==> config.mk <==
export PLATFORM = sky130hd
export DESIGN_NAME = page_write_sequencer
export DESIGN_NICKNAME = d
export VERILOG_FILES = /design/src/rtl/epw_pkg.sv /design/src/rtl/epw_page_buffer.sv /design/src/rtl/epw_write_timer.sv /design/src/rtl/epw_cell_array.sv /design/src/rtl/page_write_sequencer.sv
export SDC_FILE = /design/constraint.sdc
export NUM_CORES = 2
export LEC_CHECK = 0
export BUFFER_PORTS_ARGS = -buffer_cell sky130_fd_sc_hd__buf_2
export CORE_ASPECT_RATIO = 0.5
export CORE_MARGIN = 5
export CORE_UTILIZATION = 45
export CTS_CLUSTER_SIZE = 24
export DETAILED_ROUTE_END_ITERATION = 12
export GPL_TIMING_DRIVEN = 0
export PLACE_DENSITY = 0.67
export SYNTH_ARGS = -nofsm -noshare
export SYNTH_HDL_FRONTEND = slang
export SYNTH_SLANG_ARGS = --single-unit
export TNS_END_PERCENT = 50
==> constraint.sdc <==
create_clock -name clk -period 70.1 [get_ports clk]
set_input_delay 3.505 -clock clk [delete_from_list [all_inputs] [get_ports clk]]
set_output_delay 3.505 -clock clk [all_outputs]
set_load 0.05 [all_outputs]
==> src/rtl/epw_pkg.sv <==
`timescale 1ns/1ps
package epw_pkg;
  localparam int unsigned EPW_ADDR_W = 8;
  localparam int unsigned EPW_DATA_W = 8;
  localparam int unsigned EPW_SLOT_W = 4;

  typedef enum logic [0:0] {
    WS_IDLE    = 1'b0,
    WS_PROGRAM = 1'b1
  } wstate_e;
endpackage

==> src/rtl/epw_page_buffer.sv <==
`timescale 1ns/1ps
module epw_page_buffer #(
  parameter int unsigned ADDR_W = epw_pkg::EPW_ADDR_W,
  parameter int unsigned DATA_W = epw_pkg::EPW_DATA_W,
  parameter int unsigned SLOT_W = epw_pkg::EPW_SLOT_W
) (
  input  logic                     clk,
  input  logic                     rst_n,
  input  logic                     accept_en,
  input  logic                     clear,
  input  logic                     addr_load,
  input  logic [ADDR_W-1:0]        addr_in,
  input  logic                     data_valid,
  input  logic [DATA_W-1:0]        data_in,
  input  logic [SLOT_W-1:0]        rd_slot,
  output logic [ADDR_W-SLOT_W-1:0] page_q,
  output logic [(1<<SLOT_W)-1:0]   mask_q,
  output logic [DATA_W-1:0]        rd_data
);
  localparam int unsigned PAGE_W = ADDR_W - SLOT_W;
  localparam int unsigned SLOTS  = 1 << SLOT_W;

  logic [PAGE_W-1:0] page_d;
  logic [SLOT_W-1:0] ptr_q, ptr_d;
  logic [SLOTS-1:0]  mask_d;
  logic              take_addr, take_byte;
  logic [DATA_W-1:0] slot_bus [SLOTS];

  assign take_addr = accept_en && addr_load && !clear;
  assign take_byte = accept_en && data_valid && !addr_load && !clear;

  always_comb begin
    page_d = page_q;
    ptr_d  = ptr_q;
    mask_d = mask_q;
    if (clear) begin
      mask_d = '0;
    end else if (take_addr) begin
      page_d = addr_in[ADDR_W-1:SLOT_W];
      ptr_d  = addr_in[SLOT_W-1:0];
      mask_d = '0;
    end else if (take_byte) begin
      mask_d[ptr_q] = 1'b1;
      ptr_d         = ptr_q + 1'b1;
    end
  end

  always_ff @(posedge clk or negedge rst_n) begin
    if (!rst_n) begin
      page_q <= '0;
      ptr_q  <= '0;
      mask_q <= '0;
    end else begin
      page_q <= page_d;
      ptr_q  <= ptr_d;
      mask_q <= mask_d;
    end
  end

  for (genvar s = 0; s < SLOTS; s++) begin : g_slot
    logic              wr_en;
    logic [DATA_W-1:0] data_q;
    assign wr_en = take_byte && (ptr_q == SLOT_W'(s));
    always_ff @(posedge clk) begin
      if (wr_en) data_q <= data_in;
    end
    assign slot_bus[s] = data_q;
  end

  assign rd_data = slot_bus[rd_slot];

  // a stored byte never moves the page
  a_r2_page_held: assert property (@(posedge clk) disable iff (!rst_n)
    take_byte |=> $stable(page_q));
  // the slot that took the byte is flagged as loaded
  a_r2_slot_flagged: assert property (@(posedge clk) disable iff (!rst_n)
    take_byte |=> mask_q[$past(ptr_q)]);
endmodule

==> src/rtl/epw_write_timer.sv <==
`timescale 1ns/1ps
module epw_write_timer #(
  parameter int unsigned WRITE_CYCLES = 1000000,
  parameter int unsigned SLOT_W       = epw_pkg::EPW_SLOT_W
) (
  input  logic              clk,
  input  logic              rst_n,
  input  logic              start,
  input  logic              abort,
  output logic              busy,
  output logic              scan_valid,
  output logic [SLOT_W-1:0] scan_slot,
  output logic              done
);
  localparam int unsigned SLOTS = 1 << SLOT_W;
  localparam int unsigned CNT_W = (WRITE_CYCLES > 2) ? $clog2(WRITE_CYCLES) : 1;

  epw_pkg::wstate_e state_q, state_d;
  logic [CNT_W-1:0] cnt_q, cnt_d;
  logic             cnt_en;

  assign busy       = (state_q == epw_pkg::WS_PROGRAM);
  assign done       = busy && (cnt_q == CNT_W'(WRITE_CYCLES - 1));
  assign scan_valid = busy && (32'(cnt_q) < SLOTS);
  assign scan_slot  = cnt_q[SLOT_W-1:0];

  always_comb begin
    state_d = state_q;
    cnt_d   = cnt_q;
    cnt_en  = 1'b0;
    unique case (state_q)
      epw_pkg::WS_IDLE: begin
        if (start) begin
          state_d = epw_pkg::WS_PROGRAM;
          cnt_d   = '0;
          cnt_en  = 1'b1;
        end
      end
      epw_pkg::WS_PROGRAM: begin
        if (abort || done) begin
          state_d = epw_pkg::WS_IDLE;
        end else begin
          cnt_d  = cnt_q + 1'b1;
          cnt_en = 1'b1;
        end
      end
      default: state_d = epw_pkg::WS_IDLE;
    endcase
  end

  always_ff @(posedge clk or negedge rst_n) begin
    if (!rst_n) state_q <= epw_pkg::WS_IDLE;
    else        state_q <= state_d;
  end

  always_ff @(posedge clk or negedge rst_n) begin
    if (!rst_n)      cnt_q <= '0;
    else if (cnt_en) cnt_q <= cnt_d;
  end

  // each write window begins at the first scan position
  a_r5_window_from_zero: assert property (@(posedge clk) disable iff (!rst_n)
    $rose(busy) |-> (scan_slot == '0) && scan_valid);
  // abort ends the window on the next cycle
  a_r7_abort_drops_busy: assert property (@(posedge clk) disable iff (!rst_n)
    busy && abort |=> !busy);
endmodule

==> src/rtl/epw_cell_array.sv <==
`timescale 1ns/1ps
module epw_cell_array #(
  parameter int unsigned ADDR_W = epw_pkg::EPW_ADDR_W,
  parameter int unsigned DATA_W = epw_pkg::EPW_DATA_W
) (
  input  logic              clk,
  input  logic              rst_n,
  input  logic              we,
  input  logic [ADDR_W-1:0] waddr,
  input  logic [DATA_W-1:0] wdata,
  input  logic [ADDR_W-1:0] raddr,
  output logic [DATA_W-1:0] rdata
);
  localparam int unsigned WORDS = 1 << ADDR_W;

  logic [DATA_W-1:0] cell_q [WORDS];

  always_ff @(posedge clk or negedge rst_n) begin
    if (!rst_n) begin
      for (int i = 0; i < WORDS; i++) cell_q[i] <= '1;
    end else if (we) begin
      cell_q[waddr] <= wdata;
    end
  end

  assign rdata = cell_q[raddr];
endmodule

==> src/rtl/page_write_sequencer.sv <==
`timescale 1ns/1ps
module page_write_sequencer #(
  parameter int unsigned ADDR_W       = epw_pkg::EPW_ADDR_W,
  parameter int unsigned DATA_W       = epw_pkg::EPW_DATA_W,
  parameter int unsigned SLOT_W       = epw_pkg::EPW_SLOT_W,
  parameter int unsigned WRITE_CYCLES = 1000000
) (
  input  logic              clk,
  input  logic              rst_n,
  input  logic              addr_load,
  input  logic [ADDR_W-1:0] addr_in,
  input  logic              data_valid,
  input  logic [DATA_W-1:0] data_in,
  input  logic              stop_strobe,
  input  logic              abort_in,
  input  logic              wr_enable,
  input  logic [ADDR_W-1:0] rd_addr,
  output logic [DATA_W-1:0] rd_data,
  output logic              busy,
  output logic              mem_we,
  output logic [ADDR_W-1:0] mem_addr,
  output logic [DATA_W-1:0] mem_wdata
);
  localparam int unsigned PAGE_W = ADDR_W - SLOT_W;
  localparam int unsigned SLOTS  = 1 << SLOT_W;

  logic [1:0]        rst_pipe_q;
  logic              rst_sync_n;
  logic              start, clear, done, scan_valid;
  logic [SLOT_W-1:0] scan_slot;
  logic [PAGE_W-1:0] page_q;
  logic [SLOTS-1:0]  mask_q;
  logic [DATA_W-1:0] slot_data;

  always_ff @(posedge clk or negedge rst_n) begin
    if (!rst_n) rst_pipe_q <= 2'b00;
    else        rst_pipe_q <= {rst_pipe_q[0], 1'b1};
  end
  assign rst_sync_n = rst_pipe_q[1];

  assign start = !busy && stop_strobe && wr_enable && !abort_in && (|mask_q);
  assign clear = done || (busy && abort_in)
               || (!busy && (abort_in || (stop_strobe && !start)));

  epw_page_buffer #(.ADDR_W(ADDR_W), .DATA_W(DATA_W), .SLOT_W(SLOT_W)) u_buffer (
    .clk(clk), .rst_n(rst_sync_n), .accept_en(!busy), .clear(clear),
    .addr_load(addr_load), .addr_in(addr_in),
    .data_valid(data_valid), .data_in(data_in),
    .rd_slot(scan_slot), .page_q(page_q), .mask_q(mask_q), .rd_data(slot_data)
  );

  epw_write_timer #(.WRITE_CYCLES(WRITE_CYCLES), .SLOT_W(SLOT_W)) u_timer (
    .clk(clk), .rst_n(rst_sync_n), .start(start), .abort(abort_in),
    .busy(busy), .scan_valid(scan_valid), .scan_slot(scan_slot), .done(done)
  );

  assign mem_we    = scan_valid && mask_q[scan_slot] && !abort_in;
  assign mem_addr  = {page_q, scan_slot};
  assign mem_wdata = slot_data;

  epw_cell_array #(.ADDR_W(ADDR_W), .DATA_W(DATA_W)) u_array (
    .clk(clk), .rst_n(rst_sync_n), .we(mem_we), .waddr(mem_addr),
    .wdata(mem_wdata), .raddr(rd_addr), .rdata(rd_data)
  );

  // array strobes only inside a write window
  a_r4_write_only_busy: assert property (@(posedge clk) disable iff (!rst_sync_n)
    mem_we |-> busy);
  // a window only opens after a STOP strobe
  a_r4_busy_after_stop: assert property (@(posedge clk) disable iff (!rst_sync_n)
    $rose(busy) |-> $past(stop_strobe));
  // the page stays frozen through the window
  a_r6_page_frozen: assert property (@(posedge clk) disable iff (!rst_sync_n)
    busy |=> $stable(page_q));
  // no strobe after an abort
  a_r7_no_write_after_abort: assert property (@(posedge clk) disable iff (!rst_sync_n)
    busy && abort_in |=> !mem_we);
  // a disabled STOP never opens a window
  a_r8_disabled_stop: assert property (@(posedge clk) disable iff (!rst_sync_n)
    !busy && stop_strobe && !wr_enable |=> !busy);
endmodule

After elaboration in Yosys (flattened, before gate mapping) --
Index checks and enable logic that the tools add are counted. Widths: inputs -> output; s select.
Cells by class: $add $sub $neg 2, $lt $le $gt $ge 8, equal/unequal tests 18, muxes and demuxes 24, bitwise logic cells 6, reductions and logical operators 50
Operator list (number):
- $bwmux 2048 | 1
- $bmux 8 s8 | 1
- $demux 8 s8 | 1
- $mux 16 | 3
- $mux 20 | 2
- $mux 8 | 5
- $pmux 20 s2 | 1
- $logic_and 1x1->1 | 34
- $bmux 8 s4 | 1
- $eq 4x4->1 const B | 8
- $add 20x1->20 const B | 1
- $eq 20x20->1 const B | 1
- $lt 20x5->1 const B | 1
- $ge 9x9->1 const B | 2
- $not 8->9 | 2
- $eq 4x3->1 const B | 4
- $or 16x16->16 | 1
- $reduce_or 16->1 | 1
- $lt 4x5->1 const B | 2
- $lt 9x1->1 const B | 1
- $eq 4x2->1 const B | 2
- $mux 4 | 2
- $ge 5x5->1 const B | 1
- $logic_not 1->1 | 5
- other kinds (16) | 25
Storage, ports and cells: bits in registers 2223, bits of input ports 31, output and inout bits 26, word-level logic and storage cells 386

Depth between registers and ports, before layout --
depth after elaboration 15, depth in mapped cells 11, mapped depth without buffers 7

Hierarchy --
Synthesis repeated with hierarchy kept, for this count alone.
Second synthesis, totals: cell total of the unflattened synthesis 6544, area total of the unflattened synthesis 103436.7 µm²
By module, submodules not included:
- epw_cell_array | instances 1, cells each 6068, area each 95977.0 µm², seq. area each 53811.6 µm²
- epw_page_buffer | instances 1, cells each 318, area each 6012.0 µm², seq. area each 4444.3 µm²
- epw_write_timer | instances 1, cells each 129, area each 1178.6 µm², seq. area each 525.5 µm²
- page_write_sequencer | instances 1, cells each 29, area each 269.0 µm², seq. area each 50.0 µm²

Least setup slack after synthesis --
No wires, ideal clock.
kind input to output, start in rd_addr[0], end out rd_data[2], data arrival time 6.993 ns, data required time 66.595 ns, slack 59.602 ns, stages on the path 11, buffers on the path 7, cells stage by stage buf_2 -> buf_2 -> buf_2 -> buf_2 -> buf_2 -> buf_1 -> clkbuf_1 -> nand3_1 -> a41oi_1 -> nor4_1 -> nor4_1
Between the ends: cells in the longest elaborated chain, start to end 4
Ends and longest elaborated chain:
- start: declaration | RTL line page_write_sequencer.sv:17 | input logic [ADDR_W-1:0] rd_addr,
- $not 8->9 (not written as such) | RTL line epw_cell_array.sv:26 | assign rdata = cell_q[raddr];
- $bmux 8 s8 | RTL line epw_cell_array.sv:26
- $mux 8 (not written as such) (2 in series) | RTL line epw_cell_array.sv:26
- end: declaration | RTL line page_write_sequencer.sv:18 | output logic [DATA_W-1:0] rd_data,
No other way between the ends. The select of a mux whose other input is x is not followed.

Worst setup path after layout --
start in rd_addr[2], end out rd_data[2]
Same word-level chain as after synthesis.

==> metrics.csv <==
stage;metric;value;unit
outcome;outcome;complete, but fails checks;
outcome;violations;capacitance limit, slew limit;
cts;clockBufferDepth;4;
routing;postRouteAntennaNets;0;
sta;slew_headroom;-6.93;%
power;total_power;2890;uW
global_route;grt_max_degree;74;
global_route;grt_use_total;28.5;%
cts;path_clk_slew;0.06;ns
sta;hold_viol;0;
logic_synthesis;synth_enable_flop_cells;128;
layout;drive_gt1_share;78.5;%
sta;timing.fmax;72.7;MHz
min_path;hold_class;reg2reg;
sta;worstMarginPinSlew;1.59;ns
routing;dr.pass1.iters;6;
worst_setup_path;cpMostUsedCell;clkbuf_1;
sta;setup_slack;56.34;ns
global_route;first_global_vias;63967;
routing;vias;63717;
power;peakVddDrop;22.4;uV
logic_synthesis;synthFlopType;dfstp_2;
placement;place_ws;57.02;ns
placement;port_buffers;52;
worst_setup_path;start_kind;input pin;
logic_synthesis;synthArstFlopShare;94.2;%
die;start_util;45.3;%
cts;clk_latency;0.91;ns
logic_synthesis;ys_types;71;
routing;drtIter0Drc;7408;
routing;drc;0;
logic_synthesis;syn-cell-area;107000;um^2
worst_setup_path;cp_slowest_cell;nor2_1;
routing;viasPerCell;6.34;
cts;post-cts-setup-buffer-count;0;
layout;areaGrowthSynthToFinish;11.4;%
worst_setup_path;crit_type;in2out;
global_route;antenna_found_initial;43;
logic_synthesis;postSynthCellCount;6433;
layout;layout.nets;6781;
die;die_x;700;um
placement;place.detailed.hpwl;255000;um
routing;wl_per_cell;35.8;um
sta;finClkSkew;0.0694;ns
cts;cts_hold_buf;0;
sta;post-route-period-util;19.6;%
logic_synthesis;syn_avg_cell_area;16.7;um^2
die;rows;126;
die;die_area;249000;um^2
worst_setup_path;path_cells;buf_2 > clkbuf_1 > nor2_1 > clkbuf_1 > clkbuf_1 > a22oi_1 > a21oi_1 > nor4_1 > nor4_1 > buf_2;
logic_synthesis;ys_seq_area_share;54.9;%
global_route;grt.overflow.total;0;
global_route;grt_pass1_wl;505000;um
die;die_h;355;um
sta;setup_viol;0;
cts;cts.sinks;2223;
cts;htreeDepth;4;
routing;routed_wl;360000;um
cts;cts_root_buf;clkbuf_16;
worst_setup_path;cpPeakStageDelay;1.32;ns
die;core_area;236000;um^2
worst_setup_path;arrival;10.26;ns
worst_setup_path;cp_top_family;buffers and inverters;
logic_synthesis;synth_warnings;0;
power;p_per_area;24.2;nW/um^2
sta;fin_crit;13.76;ns
worst_setup_path;required;66.60;ns
worst_setup_path;path_max_fanout;11;
cts;numCtsBuffers;210;
sta;totalNegativeSetupSlack;0;ns
power;power.leakage;0.0476;uW
logic_synthesis;synth-seq-cells;2223;
logic_synthesis;syn-num-nets;6472;
cts;cts_tree;built;
sta;slew_violations;118;
sta;rsz0062_at_grt;no;
job;cap_violations;15;
die;pin_count;57;
worst_setup_path;cp_num_buf_inv;5;
cts;post_cts_resized;0;
worst_setup_path;endpoint_kind;output pin;
placement;gp_congestion;0.966;
==> final cells by class <==
cell class | count | area [um^2]
multi-input combinational | 3707 | 46100
sequential | 2223 | 58800
buffer | 492 | 2290
fill | 19643 | 117000
timing repair buffer | 97 | 1380
clock buffer | 308 | 6210
antenna | 16 | 40.0
tap | 3136 | 3920
clock inverter | 61 | 593
inverter | 11 | 41.3
==> Yosys cell counts (all sizes together) (8+ instances only) <==
library cell | count | area, um^2
ha | 8 | 100
o2bb2ai | 11 | 96.3
o21ai | 36 | 180
mux2 | 2058 | 25900
nor3 | 19 | 95.1
nand2b | 11 | 68.8
a21oi | 126 | 631
mux2i | 111 | 1110
o22ai | 24 | 150
buf | 130 | 852
nor2 | 294 | 2880
edfxtp | 128 | 3840
nor2b | 18 | 113
and3 | 22 | 138
a22oi | 187 | 1400
a211oi | 20 | 150
o21a | 19 | 143
clkbuf | 362 | 1360
nand3 | 32 | 298
nand4 | 13 | 106
nand2 | 47 | 191
mux4 | 493 | 11100
dfstp | 2048 | 53800
a31oi | 12 | 75.1
inv | 10 | 37.5
o31ai | 9 | 67.6
dfrtp | 47 | 1180
nor4 | 29 | 181
o221ai | 26 | 228
==> cell families (layout without fill, tap and decap cells) <==
group                      after synthesis  count (layout)  share of synthesized area [%]
xor gates and xnor gates                10              10                         0.0818
adders and majority gates                8               8                         0.0934
and+or+nand+nor                        525             525                           4.07
buffers and inverters                  503             969                           2.10
other                                    1              17                        0.00350
muxes                                 2662            2662                           35.6
DFF                                   2223            2223                           54.9
AOI/OAI and AO/OA                      501             501                           3.18
==> state kept, by name (all words and copies together), names as in the netlist <==
signal	count
rst_pipe_q	2
u_timer.busy	1
u_buffer.g_slot.data_q	128
u_buffer.mask_q	16
u_array.cell_q	2048
u_buffer.page_q	4
u_timer.cnt_q	20
u_buffer.ptr_q	4
==> metrics by stage <==
stage	hold WS [ns]	std cells	utilization [%]	instance area, um^2
floorplan	0.331	6433	-	107000
finish	0.354	10051	50.5	119000
detailed placement	0.345	9664	47.6	112000
CTS	0.361	10033	50.5	119000
global placement	0.336	9621	47.1	111000
global route	0.367	10036	50.5	119000
==> path summary, 6_finish.rpt <==
kind	startpoint	to	slack, ns	cells after the start
worst min register to register	rst_pipe_q[0]	rst_pipe_q[1]	0.35	0
worst max-delay path	rd_addr[2]	rd_data[2]	56.34	10
max in group asynchronous	rst_pipe_q[1]	u_array.cell_q[837]	66.85	7
min in group asynchronous	rst_pipe_q[1]	u_array.cell_q[11]	0.71	0
worst max register to register	u_timer.cnt_q[1]	u_array.cell_q[999]	65.51	7
worst min-delay path	rst_pipe_q[0]	rst_pipe_q[1]	0.35	0
==> power by group <==
group | switching, uW | internal [uW]
logic | 341 | 72.0
registers | 3.38 | 1300
clock network | 519 | 649
total | 863 | 2020
==> per-layer routing <==
metal | share of wire [%] | track usage (%) | up-vias
met5 | 0.074 | 0.615 | -
met4 | 4.7 | 11.8 | 10
met3 | 12 | 12.0 | 728
met2 | 40 | 38.2 | 3288
met1 | 43 | 40.3 | 34812
li1 | - | - | 24879
==> worst register-to-register path, cell delays in order (launching register included) <==
cell and delay (ns):
dfrtp_1 0.51, buf_4 0.26, clkbuf_1 0.52, mux4_2 0.38
mux4_2 0.52, clkbuf_1 1.08, clkbuf_1 0.94, mux2_2 0.33
==> layout by cell type (no fill, tap or decap), drive strengths merged, types with 47 or more instances in the layout <==
cell / synthesis / routed
buf: 130 / 227
a22oi: 187 / 187
clkbuf: 362 / 670
nor2: 294 / 294
edfxtp: 128 / 128
a21oi: 126 / 126
nand2: 47 / 47
mux2i: 111 / 111
dfstp: 2048 / 2048
dfrtp: 47 / 47
mux4: 493 / 493
mux2: 2058 / 2058
(Power assumes the default switching activity.)
